<file path="src/rtl/pd_pkg.sv">
package pd_pkg;

  // Raw asynchronous input lines, grouped for one synchronizer bank.
  typedef struct packed {
    logic edge_cmp;
    logic xor_cmp;
    logic refc;
  } pd_lines_t;

  localparam int unsigned PD_LINE_CNT = $bits(pd_lines_t);

endpackage

</file>
<file path="src/rtl/pd_sync.sv">
module pd_sync #(
  parameter int unsigned WIDTH  = 3,
  parameter int unsigned STAGES = 2
) (
  input  logic             clk,
  input  logic             rst_n,
  input  logic [WIDTH-1:0] async_i,
  output logic [WIDTH-1:0] sync_o
);

  logic [WIDTH-1:0] stage_q [STAGES];
  logic [WIDTH-1:0] stage_d [STAGES];

  always_comb begin
    stage_d[0] = async_i;
    for (int s = 1; s < STAGES; s++) begin
      stage_d[s] = stage_q[s-1];
    end
  end

  genvar g;
  generate
    for (g = 0; g < STAGES; g++) begin : g_stage
      always_ff @(posedge clk or negedge rst_n) begin
        if (!rst_n) stage_q[g] <= '0;
        else        stage_q[g] <= stage_d[g];
      end
    end
  endgenerate

  assign sync_o = stage_q[STAGES-1];

endmodule

</file>
<file path="src/rtl/pd_fall_det.sv">
module pd_fall_det #(
  parameter int unsigned WIDTH = 2
) (
  input  logic             clk,
  input  logic             rst_n,
  input  logic [WIDTH-1:0] level_i,
  output logic [WIDTH-1:0] fall_o
);

  logic [WIDTH-1:0] prev_q;
  logic [WIDTH-1:0] prev_d;

  assign prev_d = level_i;

  always_ff @(posedge clk or negedge rst_n) begin
    if (!rst_n) prev_q <= '0;
    else        prev_q <= prev_d;
  end

  assign fall_o = prev_q & ~level_i;

endmodule

</file>
<file path="src/rtl/pd_xor_det.sv">
module pd_xor_det (
  input  logic clk,
  input  logic rst_n,
  input  logic ref_i,
  input  logic cmp_i,
  output logic err_o
);

  logic err_q;
  logic err_d;

  always_comb begin
    err_d = ref_i ^ cmp_i;
  end

  always_ff @(posedge clk or negedge rst_n) begin
    if (!rst_n) err_q <= 1'b0;
    else        err_q <= err_d;
  end

  assign err_o = err_q;

  // output is the difference of the levels seen one cycle earlier
  p_xor_follows_r1: assert property (@(posedge clk) disable iff (!rst_n)
    1'b1 |=> (err_o == ($past(ref_i) != $past(cmp_i))));

endmodule

</file>
<file path="src/rtl/pd_ec_det.sv">
module pd_ec_det (
  input  logic clk,
  input  logic rst_n,
  input  logic ref_fall_i,
  input  logic cmp_fall_i,
  output logic err_o
);

  logic err_q;
  logic err_d;
  logic set_en;
  logic clr_en;

  always_comb begin
    set_en = ref_fall_i & ~cmp_fall_i;
    clr_en = cmp_fall_i & ~ref_fall_i;
    err_d  = err_q;
    if (set_en)      err_d = 1'b1;
    else if (clr_en) err_d = 1'b0;
  end

  always_ff @(posedge clk or negedge rst_n) begin
    if (!rst_n) err_q <= 1'b0;
    else        err_q <= err_d;
  end

  assign err_o = err_q;

  p_set_on_ref_fall_r2: assert property (@(posedge clk) disable iff (!rst_n)
    (ref_fall_i && !cmp_fall_i) |=> err_o);

  p_clr_on_cmp_fall_r3: assert property (@(posedge clk) disable iff (!rst_n)
    (cmp_fall_i && !ref_fall_i) |=> !err_o);

  // R4 (no fall at all) and R5 (both fall together): output holds
  p_hold_no_single_fall_r5: assert property (@(posedge clk) disable iff (!rst_n)
    (ref_fall_i == cmp_fall_i) |=> $stable(err_o));

endmodule

</file>
<file path="src/rtl/pd_hold_mon.sv">
module pd_hold_mon #(
  parameter int unsigned WINDOW = 64
) (
  input  logic clk,
  input  logic rst_n,
  input  logic sig_i,
  output logic held_o
);

  localparam int unsigned CNT_W = $clog2(WINDOW + 1);
  localparam logic [CNT_W-1:0] CNT_TOP = CNT_W'(WINDOW - 1);

  logic             last_q, last_d;
  logic [CNT_W-1:0] cnt_q, cnt_d;
  logic             held_q, held_d;
  logic             changed;

  always_comb begin
    changed = sig_i ^ last_q;
    last_d  = sig_i;
    if (changed)              cnt_d = '0;
    else if (cnt_q != CNT_TOP) cnt_d = cnt_q + 1'b1;
    else                      cnt_d = cnt_q;
    held_d = held_q | (cnt_q == CNT_TOP);
  end

  always_ff @(posedge clk or negedge rst_n) begin
    if (!rst_n) begin
      last_q <= 1'b0;
      cnt_q  <= '0;
      held_q <= 1'b0;
    end else begin
      last_q <= last_d;
      cnt_q  <= cnt_d;
      held_q <= held_d;
    end
  end

  assign held_o = held_q;

  p_held_sticky_r10: assert property (@(posedge clk) disable iff (!rst_n)
    held_o |=> held_o);

  // flag cannot rise on a cycle whose input just changed
  p_no_rise_on_change_r11: assert property (@(posedge clk) disable iff (!rst_n)
    (!held_o && changed && cnt_q != CNT_TOP) |=> !held_o);

endmodule

</file>
<file path="src/rtl/dual_phase_det.sv">
module dual_phase_det #(
  parameter int unsigned SYNC_STAGES = 2,
  parameter bit          MON_EN      = 1'b1,
  parameter int unsigned WINDOW      = 64
) (
  input  logic clk,
  input  logic rst_n,
  input  logic ref_in,
  input  logic cmp_xor_in,
  input  logic cmp_edge_in,
  output logic xor_err_o,
  output logic edge_err_o,
  output logic xor_held_o,
  output logic edge_held_o
);

  import pd_pkg::*;

  // Reset: asserted asynchronously, released on a clock edge.
  logic [1:0] rst_pipe_q;
  logic       rst_int_n;

  always_ff @(posedge clk or negedge rst_n) begin
    if (!rst_n) rst_pipe_q <= 2'b00;
    else        rst_pipe_q <= {rst_pipe_q[0], 1'b1};
  end

  assign rst_int_n = rst_pipe_q[1];

  pd_lines_t lines_raw;
  pd_lines_t lines_syn;

  assign lines_raw = '{edge_cmp: cmp_edge_in, xor_cmp: cmp_xor_in, refc: ref_in};

  pd_sync #(
    .WIDTH  (PD_LINE_CNT),
    .STAGES (SYNC_STAGES)
  ) u_sync (
    .clk     (clk),
    .rst_n   (rst_int_n),
    .async_i (lines_raw),
    .sync_o  (lines_syn)
  );

  logic [1:0] falls;

  pd_fall_det #(.WIDTH(2)) u_fall (
    .clk     (clk),
    .rst_n   (rst_int_n),
    .level_i ({lines_syn.edge_cmp, lines_syn.refc}),
    .fall_o  (falls)
  );

  pd_xor_det u_xor (
    .clk   (clk),
    .rst_n (rst_int_n),
    .ref_i (lines_syn.refc),
    .cmp_i (lines_syn.xor_cmp),
    .err_o (xor_err_o)
  );

  pd_ec_det u_ec (
    .clk        (clk),
    .rst_n      (rst_int_n),
    .ref_fall_i (falls[0]),
    .cmp_fall_i (falls[1]),
    .err_o      (edge_err_o)
  );

  generate
    if (MON_EN) begin : g_mon
      pd_hold_mon #(.WINDOW(WINDOW)) u_mon_xor (
        .clk    (clk),
        .rst_n  (rst_int_n),
        .sig_i  (xor_err_o),
        .held_o (xor_held_o)
      );
      pd_hold_mon #(.WINDOW(WINDOW)) u_mon_ec (
        .clk    (clk),
        .rst_n  (rst_int_n),
        .sig_i  (edge_err_o),
        .held_o (edge_held_o)
      );
    end else begin : g_no_mon
      assign xor_held_o  = 1'b0;
      assign edge_held_o = 1'b0;
    end
  endgenerate

  p_reset_outputs_low_r7: assert property (@(posedge clk)
    !rst_int_n |-> (!xor_err_o && !edge_err_o && !xor_held_o && !edge_held_o));

endmodule

</file>
<file path="config.mk">
export PLATFORM = sky130hd
export DESIGN_NAME = dual_phase_det
export DESIGN_NICKNAME = d
export VERILOG_FILES = /design/src/rtl/pd_pkg.sv /design/src/rtl/pd_sync.sv /design/src/rtl/pd_fall_det.sv /design/src/rtl/pd_xor_det.sv /design/src/rtl/pd_ec_det.sv /design/src/rtl/pd_hold_mon.sv /design/src/rtl/dual_phase_det.sv
export SDC_FILE = /design/constraint.sdc
export NUM_CORES = 1
export LEC_CHECK = 0
export ABC_CLOCK_PERIOD_IN_PS = 1000
export BUFFER_PORTS_ARGS = -buffer_cell sky130_fd_sc_hd__clkbuf_2
export CAP_MARGIN = 20
export CORE_MARGIN = 2
export CORE_UTILIZATION = 51
export DETAILED_ROUTE_END_ITERATION = 12
export PLACE_DENSITY = 0.72
export SYNTH_ARGS = -nofsm -noshare
export SYNTH_HDL_FRONTEND = slang
export SYNTH_SLANG_ARGS = --single-unit
</file>
<file path="constraint.sdc">
create_clock -name clk -period 1 [get_ports clk]
set_clock_uncertainty 0.05 [all_clocks]
set_input_delay 0.1 -clock clk [delete_from_list [all_inputs] [get_ports clk]]
set_output_delay 0.1 -clock clk [all_outputs]
set_load 0.01 [all_outputs]
</file>
### After elaboration in Yosys (flattened, before gate mapping)

Index checks and enable logic that the tools add are counted.

* register bits: 30
* bits of input ports: 5
* output and inout port bits: 4
* logic and storage cells: 38

* add/subtract/negate cells: 2
* equality and inequality tests: 4
* muxes and demuxes: 6
* bitwise logic cells: 11
* reductions and logical operators: 3

Operators by type and width (count)
* $mux W7: 4
* $add A7 B1 Y7 const B: 2
* $eq A7 B6 Y1 const B: 2
* $ne A7 B6 Y1 const B: 2
* $reduce_bool A2 Y1: 3
* $xor A1 B1 Y1: 3
* $and A1 B1 Y1: 2
* $and A2 B2 Y2: 1
* $mux W1: 2
* $not A1 Y1: 2
* $not A2 Y2: 1
* $or A1 B1 Y1: 2

### Logic depth before layout (Yosys ltp)

Gate-level depths: netlist (run 1).

* depth after elaboration: 6
* depth in mapped cells: 5
* gate-level depth less buffers: 4

### Modules after synthesis

From an unflattened synthesis (run 1), not the netlist that was laid out.

* cells, all modules: 85
* area total of the unflattened synthesis: 1214.9 um2

By module, submodules not included
* pd_hold_mon: instances 2, cells each 33, area an instance 421.7 um2, sequential area each 225.2 um2
* pd_sync: instances 1, cells each 6, area an instance 150.1 um2, sequential area each 150.1 um2
* pd_fall_det: instances 1, cells each 4, area an instance 77.6 um2, sequential area each 50.0 um2
* pd_ec_det: instances 1, cells each 4, area an instance 56.3 um2, sequential area each 25.0 um2
* dual_phase_det: instances 1, cells each 3, area an instance 53.8 um2, sequential area each 50.0 um2
* pd_xor_det: instances 1, cells each 2, area an instance 33.8 um2, sequential area each 25.0 um2

### Least setup slack after synthesis (run 1)

Ideal clock, no wire load.

* kind: register to register
* start point: reg g_mon.u_mon_ec.cnt_q[0]
* end point: reg g_mon.u_mon_ec.cnt_q[5]
* library setup time: 0.094 ns
* arrival time: 1.317 ns
* data required time: 0.856 ns
* path slack: -0.461 ns
* cell stages (with the launch flop): 6
* path buffers: 1
* clock period less this slack: 1.461 ns
* path through: dfrtp_1 -> ha_1 -> nand3_2 -> or3_1 -> buf_6 -> a211oi_1

* longest elaborated chain between the ends: 3
* elaborated cells between the ends (all ways): 5
* classes of those cells: add/sub (1); eq/ne (1); mux (2); reduce/logical (1)

Ends and longest elaborated chain
* from (decl): line pd_hold_mon.sv:14 `logic [CNT_W-1:0] cnt_q, cnt_d;`
* from (signal assigned): line pd_hold_mon.sv:34 `cnt_q <= cnt_d;`
* $add A7 B1 Y7: line pd_hold_mon.sv:22 `else if (cnt_q != CNT_TOP) cnt_d = cnt_q + 1'b1;`
* $mux W7: line pd_hold_mon.sv:22
* $mux W7: line pd_hold_mon.sv:21 `if (changed) cnt_d = '0;`

Several ways; a longest one is shown, not always the timed one. The select of a mux whose other input is x is not followed.
A chain may end at the register's enable or synchronous reset.

### Worst setup path in the final report (run 1)

* start point: reg g_mon.u_mon_xor.cnt_q[0]
* end point: reg g_mon.u_mon_xor.cnt_q[1]

* longest elaborated chain between the ends: 3
* elaborated cells between the ends (all ways): 5
* classes of those cells: add/sub (1); eq/ne (1); mux (2); reduce/logical (1)

Ends and longest elaborated chain (line)
* from (decl): pd_hold_mon.sv:14
* from (signal assigned): pd_hold_mon.sv:34
* $add A7 B1 Y7: pd_hold_mon.sv:22
* $mux W7: pd_hold_mon.sv:22
* $mux W7: pd_hold_mon.sv:21

Several ways; a longest one is shown, not always the timed one. The select of a mux whose other input is x is not followed.

==> reports/qor.json, run 1 <==
{
  "fillCellCount": 121,
  "critPathMaxStageDelay_ns": 0.40,
  "syn_inst": 89,
  "timing.critical_path.buf_inv": 1,
  "timing.critical_path.max_delay_family": "flip-flops",
  "pwr_density_cell_nw_per_um2": 1770,
  "globalRoute.totalOverflow": 0,
  "synth_commonest_cells": "sky130_fd_sc_hd__dfrtp_1 (30), sky130_fd_sc_hd__o21ai_0 (7), sky130_fd_sc_hd__a31oi_1 (6), sky130_fd_sc_hd__nand2_1 (6)",
  "synth_most_common_cell": "sky130_fd_sc_hd__dfrtp_1",
  "post_synth_main_area_contributors": "sky130_fd_sc_hd__dfrtp_1 (65%), sky130_fd_sc_hd__a31oi_1 (3.2%), sky130_fd_sc_hd__ha_1 (3.2%)",
  "min_cycle_time_layout_ns": 1.36,
  "worstPathMaxFanout": 4,
  "synth.lib_cells_used.distinct": 29,
  "placed_cells": 151,
  "num_antenna_cells": 0,
  "die_width_um": 51.7,
  "yosys_register_bits": 30,
  "crit_arrival_ns": 1.52,
  "synth_largest_type_area_fraction_pct": 64.8,
  "finalHoldViolCount": 0,
  "antenna_left": 0,
  "io_buffer_count": 8,
  "worst_ep_required_time_ns": 1.16,
  "violations": "negative setup slack",
  "instances_no_fill": 167,
  "slew_viol_final": 0,
  "layout-drive-gt1-share_pct": 50.4,
  "cts.root.buffer_cell": "sky130_fd_sc_hd__clkbuf_4",
  "irDropWorstVdd_mv": 1.45,
  "globalRouteTotalUtil_pct": 20.9,
  "num_vias": 865,
  "clkSlewWorstSetupHoldPaths_ns": 0.10,
  "worst_slack_ns": -0.359,
  "ys.warnings.count": 0,
  "core.rowCount": 17,
  "cp_endpoint_kind": "register",
  "flow.area_growth_from_synthesis_pct": 48.9,
  "number_of_enable_type_register_cells_in_the_synthesized_netlist": 0,
  "synth_fp_nets": 97,
  "initial_core_utilization_pct": 53.4,
  "layout_worst_path_cycle_share_pct": 136,
  "fp.dieArea_um2": 2670,
  "drcViolationCount": 0,
  "critPathLaunchType": "register",
  "drt_iter0_markers": 15,
  "path_cells": "ha_2, nand3b_1, buf_4, o211ai_1, o21ai_1",
  "final_nets": 146,
  "run_status": "finished with violations",
  "cts_tree": "built",
  "multi_input_area_um2": 518,
  "antenna_found_initial": 0,
  "hp-class": "in -> async",
  "post_drt_wl_per_cell_um": 13.9,
  "grt_first_pass_wirelength_mm": 3.94,
  "syn_area_per_cell_um2": 13.0,
  "detail_route.vias_per_cell": 5.18,
  "setup_viol_count_final": 19,
  "achievable-frequency_mhz": 736,
  "die_y_um": 51.7,
  "syn_std_cell_area_um2": 1160,
  "crit_slowest_cell": "sky130_fd_sc_hd__dfrtp_1",
  "yosysTopAreaCell": "sky130_fd_sc_hd__dfrtp_1",
  "wirelength_mm": 2.33,
  "cts.path.max_buffers": 2,
  "clk_latency_ns": 0.33,
  "synth-async-reset-ratio_pct": 100,
  "power_leakage_nw": 0.838,
  "core_um2": 2170,
  "combined_flip_flop_and_latch_cell_area_um2": 752,
  "largest_net_degree_at_the_start_of_global_routing": 29,
  "post_synthesis_sequential_area_ratio_pct": 64.8,
  "vias_in_the_first_global_route": 923,
  "h-tree-depth": 2,
  "cts_buf_count": 5,
  "max_cap_viol_count": 0,
  "place.detailed.hpwl_mm": 1.47,
  "clkSinkCount": 30,
  "worstSetupPathType": "reg -> reg",
  "pin_count": 9,
  "rsz_0062_raised_after_global_routing": "true",
  "globalplace.congestion": 0.767,
  "first_pass_iters": 4,
  "yosys_most_used_dff": "sky130_fd_sc_hd__dfrtp_1",
  "total_power_w": 0.00305
}
-- cells in the final DEF, fill, tap and decap left out, types with 2 or more instances in the layout --
| master | count |
|---|---|
| sky130_fd_sc_hd__dfrtp_1 | 29 |
| sky130_fd_sc_hd__buf_4 | 26 |
| sky130_fd_sc_hd__nand2_1 | 6 |
| sky130_fd_sc_hd__clkbuf_2 | 6 |
| sky130_fd_sc_hd__buf_6 | 6 |
| sky130_fd_sc_hd__a31oi_1 | 5 |
| sky130_fd_sc_hd__clkbuf_4 | 5 |
| sky130_fd_sc_hd__o21ai_0 | 4 |
| sky130_fd_sc_hd__dlygate4sd3_1 | 4 |
| sky130_fd_sc_hd__nand2b_1 | 3 |
| sky130_fd_sc_hd__and3_4 | 3 |
| sky130_fd_sc_hd__nand3_2 | 2 |
| sky130_fd_sc_hd__xor2_1 | 2 |
| sky130_fd_sc_hd__mux2i_1 | 2 |
| sky130_fd_sc_hd__a211oi_2 | 2 |
| sky130_fd_sc_hd__o211a_1 | 2 |
| sky130_fd_sc_hd__ha_2 | 2 |
-- area by class of cell --
type	instances	share of cell area, %
clock buffers	6	2.97
repair buffers	43	20.4
flip-flops and latches	30	43.6
multi-input cells	57	30.0
inverters	1	0.218
well taps	28	2.03
clock inverters	2	0.725
-- final timing paths --
check | start | cells after the start | end | slack [ns]
worst max-delay path | g_mon.u_mon_xor.cnt_q[0] | 5 | g_mon.u_mon_xor.cnt_q[1] | -0.36
min in group clk | u_sync.stage_d[0] | 0 | u_sync.sync_o[0] | 0.30
worst min-delay path | rst_n | 2 | rst_pipe_q[1] | 0.05
worst min register to register | rst_pipe_q[1] | 1 | g_mon.u_mon_xor.cnt_q[6] | 0.17
worst max register to register | g_mon.u_mon_xor.cnt_q[0] | 5 | g_mon.u_mon_xor.cnt_q[1] | -0.36
max in group asynchronous | rst_pipe_q[1] | 1 | u_xor.err_o | 0.57
-- kinds of logic (layout without fill, tap and decap cells) --
family | Yosys count | in the layout | synth area share (%)
flops | 30 | 30 | 64.8
buf+inv | 2 | 52 | 1.30
compound gates | 20 | 20 | 11.1
mux | 3 | 3 | 2.70
simple gates | 26 | 26 | 13.5
xor+xnor | 4 | 4 | 3.02
fa+ha+maj | 3 | 3 | 3.24
other cells | 1 | 1 | 0.324
-- where the power goes --
group / internal [W] / total (W) / switching [W]
combinational: 0.000460 / 0.000804 / 0.000344
clock: 0.000338 / 0.000763 / 0.000426
sequential: 0.00136 / 0.00148 / 0.000120
total: 0.00216 / 0.00305 / 0.000890
-- worst reg2reg max path, delay by kind of cell (launching register included) --
kind,cells,cell delay [ns]
DFF,1,0.40
AOI/OAI and AO/OA,2,0.27
adders and majority gates,1,0.20
buffers and inverters,1,0.18
and+or+nand+nor,1,0.15
-- registers in the layout, summed over array words and instances, names as in the netlist, 2 cells and up --
name	count
g_mon.u_mon_ec.cnt_q	7
g_mon.u_mon_xor.cnt_q	7
rst_pipe_q	2
u_fall.prev_q	2
u_sync.stage_d	3
u_sync.sync_o	3
-- through the flow --
stage	hold slack, ns	setup TNS [ns]	worst slack [ns]	utilization [%]	area (um2)
finish	0.0495	-5.15	-0.359	79.5	1730
global placement	-0.166	-3.97	-0.353	68.0	1480
CTS	0.0278	-4.70	-0.340	76.5	1660
floorplan	-0.246	-3.78	-0.379	-	1200
global route	0.0469	-6.21	-0.426	79.5	1730
detailed placement	-0.163	-4.57	-0.399	68.0	1480
-- per-layer routing --
metal	track usage (%)	part of all wire (%)	up-vias
li1	-	-	419
met1	25.6	44	429
met3	6.61	3.1	7
met4	11.4	2.3	0
met2	32.9	51	10
met5	0	0	-
-- repair_timing --
item                                    4_1_cts  5_1_grt
pin swaps                                     7        7
endpoints found under the hold margin         5        0
setup buffers                                 2        2
gates resized for setup                      14       11
endpoints found under the setup margin       20       21
hold buffers                                  4        0
Note: power is estimated with default switching activity, not from simulation.
==> run 2: changes to the inputs <==
Settings changed: ABC_AREA from default to 1, CORE_UTILIZATION 51 to 52, PLACE_DENSITY 0.72 to 0.73.
==> run 2 against run 1 <==
The run still ends with negative setup slack left. Hold slack lost 0.0034 ns. Sequential power is 5% higher. Synthesized cell count rose by 40%. Die area up 6.8%. Critical path depth grew 1. Worst setup slack improved by 0.095 ns. Power is 17% higher. Clock power grew 32%. Sequential cell count did not move. Combinational power is 23% higher.
==> reports/qor.json, run 2 <==
{
  "top_regs": "g_mon.u_mon_ec.cnt_q (7), g_mon.u_mon_xor.cnt_q (7)",
  "setup.reg_to_reg.worst_slack": {"value": -0.26, "unit": "ns", "change": "+0.10 ns"},
  "drt_iter0_markers": {"value": 22, "change": "+7"},
  "power_leakage": {"value": 0.912, "unit": "nW", "change": "+8.9%"},
  "num_vias": {"value": 998, "change": "+15%"},
  "irDropWorstVdd": {"value": 1.59, "unit": "mV", "change": "+9.7%"},
  "syn_inst": {"value": 125, "change": "+40%"},
  "netSwitchingFraction": {"value": 29.6, "unit": "%", "change": "+0.38 points"},
  "fp.dieArea": {"value": 2850, "unit": "um2", "change": "+6.8%"},
  "crit_arrival": {"value": 1.44, "unit": "ns", "change": "-0.08 ns"},
  "largest_net_degree_at_the_start_of_global_routing": {"value": 29, "change": "unchanged"},
  "cts_buf_count": {"value": 5, "change": "unchanged"},
  "finalHoldViolCount": {"value": 0, "change": "unchanged"},
  "reg2reg_to": "g_mon.u_mon_xor.held_o",
  "synth.lib_cells_used.distinct": {"value": 19, "change": "-34%"},
  "worst_slack": {"value": -0.264, "unit": "ns", "change": "+0.0952 ns"},
  "finalCoreUtilization": {"value": 80.7, "unit": "%", "change": "+1.2 points"},
  "post_synthesis_sequential_area_ratio": {"value": 59.2, "unit": "%", "change": "-5.6 points"},
  "layout-drive-gt1-share": {"value": 40.2, "unit": "%", "change": "-10 points"},
  "slew_viol_final": {"value": 0, "change": "unchanged"},
  "final_nets": {"value": 171, "change": "+17%"},
  "die_width": {"value": 53.4, "unit": "um", "change": "+3.3%"},
  "worstPathMaxFanout": {"value": 4, "change": "unchanged"},
  "drcViolationCount": {"value": 0, "change": "unchanged"},
  "crit_slowest_cell": "sky130_fd_sc_hd__dfrtp_1",
  "post_synth_main_area_contributors": "sky130_fd_sc_hd__dfrtp_1 (59%), sky130_fd_sc_hd__nand2_1 (10%), sky130_fd_sc_hd__nand3_1 (6.7%)",
  "antenna_found_initial": {"value": 0, "change": "unchanged"},
  "switchingPower": {"value": 0.00105, "unit": "W", "change": "+18%"},
  "achievable-frequency": {"value": 791, "unit": "MHz", "change": "+7.5%"},
  "post_drt_wl_per_cell": {"value": 15.3, "unit": "um", "change": "+9.7%"},
  "min_cycle_time_layout": {"value": 1.26, "unit": "ns", "change": "-0.0952 ns"},
  "globalplace.congestion": {"value": 0.824, "change": "+7.6%"},
  "worst_ep_required_time": {"value": 1.18, "unit": "ns", "change": "+0.02 ns"},
  "synth_most_common_cell": "sky130_fd_sc_hd__nand2_1",
  "detail_route.vias_per_cell": {"value": 5.20, "change": "+0.35%"},
  "pin_count": {"value": 9, "change": "unchanged"},
  "initial_core_utilization": {"value": 56.3, "unit": "%", "change": "+2.9 points"},
  "share_seq_of_total_power": {"value": 43.9, "unit": "%", "change": "-4.7 points"},
  "synth_commonest_cells": "sky130_fd_sc_hd__nand2_1 (35), sky130_fd_sc_hd__dfrtp_1 (30), sky130_fd_sc_hd__nand3_1 (17)",
  "rsz_0062_raised_after_global_routing": "true",
  "yosysTopAreaCell": "sky130_fd_sc_hd__dfrtp_1",
  "timing.reg2reg.worst_path_depth": {"value": 6, "change": "+1"},
  "pwr-share-clk": {"value": 28.3, "unit": "%", "change": "+3.3 points"},
  "synth-async-reset-ratio": {"value": 100, "unit": "%", "change": "unchanged"},
  "run_status": "finished with violations",
  "setup_viol_count_final": {"value": 21, "change": "+2"},
  "critPathLaunchType": "register",
  "hp-class": "in -> async",
  "cts.root.buffer_cell": "sky130_fd_sc_hd__clkbuf_4",
  "synth_fp_nets": {"value": 133, "change": "+37%"},
  "yosys_register_bits": {"value": 30, "change": "unchanged"},
  "vias_in_the_first_global_route": {"value": 1091, "change": "+18%"},
  "io_buffer_count": {"value": 8, "change": "unchanged"},
  "internal_power": {"value": 0.00250, "unit": "W", "change": "+16%"},
  "core": {"value": 2250, "unit": "um2", "change": "+3.9%"},
  "clkSlewWorstSetupHoldPaths": {"value": 0.10, "unit": "ns", "change": "about the same"},
  "clk_latency": {"value": 0.33, "unit": "ns", "change": "about the same"},
  "timing.critical_path.max_delay_family": "flip-flops",
  "clkSinkCount": {"value": 30, "change": "unchanged"},
  "power.combinational.fraction": {"value": 27.7, "unit": "%", "change": "+1.3 points"},
  "layout_worst_path_cycle_share": {"value": 126, "unit": "%", "change": "-9.5 points"},
  "worstSetupPathType": "reg -> reg",
  "cp_endpoint_kind": "register",
  "pwr_density_cell": {"value": 1950, "unit": "nW/um2", "change": "+11%"},
  "path_cells": "ha_4, nand2_4, nor2_4, nand2_2, inv_4, or2_1",
  "globalRoute.totalOverflow": {"value": 0, "change": "unchanged"},
  "total_power": {"value": 0.00355, "unit": "W", "change": "+17%"},
  "h-tree-depth": {"value": 2, "change": "unchanged"},
  "num_antenna_cells": {"value": 0, "change": "unchanged"},
  "grt_first_pass_wirelength": {"value": 4.72, "unit": "mm", "change": "+20%"},
  "cts.path.max_buffers": {"value": 2, "change": "unchanged"},
  "place.detailed.hpwl": {"value": 1.56, "unit": "mm", "change": "+5.7%"},
  "die_y": {"value": 53.4, "unit": "um", "change": "+3.3%"},
  "yosys_most_used_dff": "sky130_fd_sc_hd__dfrtp_1",
  "critPathMaxStageDelay": {"value": 0.44, "unit": "ns", "change": "+0.04 ns"},
  "ys.warnings.count": {"value": 0, "change": "unchanged"},
  "max_cap_viol_count": {"value": 0, "change": "unchanged"},
  "syn_std_cell_area": {"value": 1270, "unit": "um2", "change": "+9.5%"},
  "hold_slack": {"value": 0.0462, "unit": "ns", "change": "-0.00337 ns"},
  "synth_largest_type_area_fraction": {"value": 59.2, "unit": "%", "change": "-5.6 points"},
  "violations": "negative setup slack",
  "first_pass_iters": {"value": 4, "change": "unchanged"},
  "wirelength": {"value": 2.93, "unit": "mm", "change": "+26%"},
  "timing.critical_path.buf_inv": {"value": 1, "change": "unchanged"},
  "syn_area_per_cell": {"value": 10.1, "unit": "um2", "change": "-22%"},
  "r2r_start": "g_mon.u_mon_xor.cnt_q[0]",
  "number_of_enable_type_register_cells_in_the_synthesized_netlist": {"value": 0, "change": "unchanged"},
  "flow.area_growth_from_synthesis_pct": 43.5,
  "antenna_left": {"value": 0, "change": "unchanged"},
  "globalRouteTotalUtil": {"value": 25.5, "unit": "%", "change": "+4.6 points"},
  "cts_tree": "built",
  "core.rowCount": {"value": 17, "change": "unchanged"},
  "setup_tns": {"value": -4.08, "unit": "ns", "change": "+1.07 ns"},
  "final_cell_mix": "sky130_fd_sc_hd__nand2_1 (28), sky130_fd_sc_hd__dfrtp_1 (28), sky130_fd_sc_hd__nand3_1 (12), sky130_fd_sc_hd__inv_1 (11), sky130_fd_sc_hd__buf_4 (11)"
}
-- run 2: cell count changes after synthesis, moves of 6 or more --
cell,delta
sky130_fd_sc_hd__a31oi_1,-6
sky130_fd_sc_hd__inv_1,+10
sky130_fd_sc_hd__nand2_1,+29
sky130_fd_sc_hd__nand3_1,+15
sky130_fd_sc_hd__nor2_1,+8
sky130_fd_sc_hd__o21ai_0,-7
-- run 2: layer usage --
metal	global-route usage, %	routed length [um]	share of wire [%]
met5	0	0	0
met1	26.3	1170	40
met3	10.7	122	4.2
met4	14.1	63	2.1
met2	43.0	1580	54
-- run 2: logic make-up after synthesis --
logic type	after synthesis	share of synthesized area, %
adders and majority gates	3	2.96
muxes	1	0.888
other	1	0.296
buffers and inverters	13	3.85
AOI/OAI and AO/OA	3	1.87
and+or+nand+nor	71	25.9
xor gates and xnor gates	3	5.03
DFF	30	59.2
-- run 2: what timing repair did --
item / in CTS / in global routing
endpoints found under the setup margin: 21 / 21
endpoints found under the hold margin: 5 / 0
cloned: 1 / 0
setup buffers: 6 / 1
gates resized for setup: 19 / 13
hold buffers: 4 / 0
pin swaps: 9 / 8
-- run 2: cell type report --
type,count,area (um2)
Clock buffer,7,55.1
Multi-Input combinational cell,83,616
Fill cell,141,434
Sequential cell,30,753
Timing Repair Buffer,30,280
Clock inverter,1,30.0
Inverter,13,51.3
Tap cell,28,35.0
-- run 2: worst max-delay path by stage --
stage | startpoint | cells past startpoint | endpoint
floorplan | g_mon.u_mon_xor.cnt_q[0] | 6 | g_mon.u_mon_xor.held_o
global placement | u_sync.sync_o[2] | 4 | u_ec.err_o
detailed placement | g_mon.u_mon_xor.cnt_q[0] | 6 | g_mon.u_mon_xor.held_o
CTS | g_mon.u_mon_ec.cnt_q[0] | 5 | g_mon.u_mon_ec.cnt_q[1]
global route | g_mon.u_mon_xor.cnt_q[0] | 6 | g_mon.u_mon_xor.held_o
finish | g_mon.u_mon_xor.cnt_q[0] | 6 | g_mon.u_mon_xor.held_o
-- run 2: power by group through the flow --
stage	combinational (W)	clock (W)	sequential, W
floorplan	0.000385	0	0.00155
global placement	0.000636	0	0.00151
detailed placement	0.000676	0	0.00152
CTS	0.000884	0.00103	0.00153
global route	0.00107	0.00109	0.00158
finish	0.000986	0.00101	0.00156
-- run 2: metrics by stage --
stage	instances	setup WS [ns]	area (um2)
2_1_floorplan	125	-0.187	1300
3_3_place_gp	173	-0.200	1480
3_5_place_dp	173	-0.244	1480
4_1_cts	192	-0.237	1770
5_1_grt	192	-0.316	1820
6_report	192	-0.264	1820
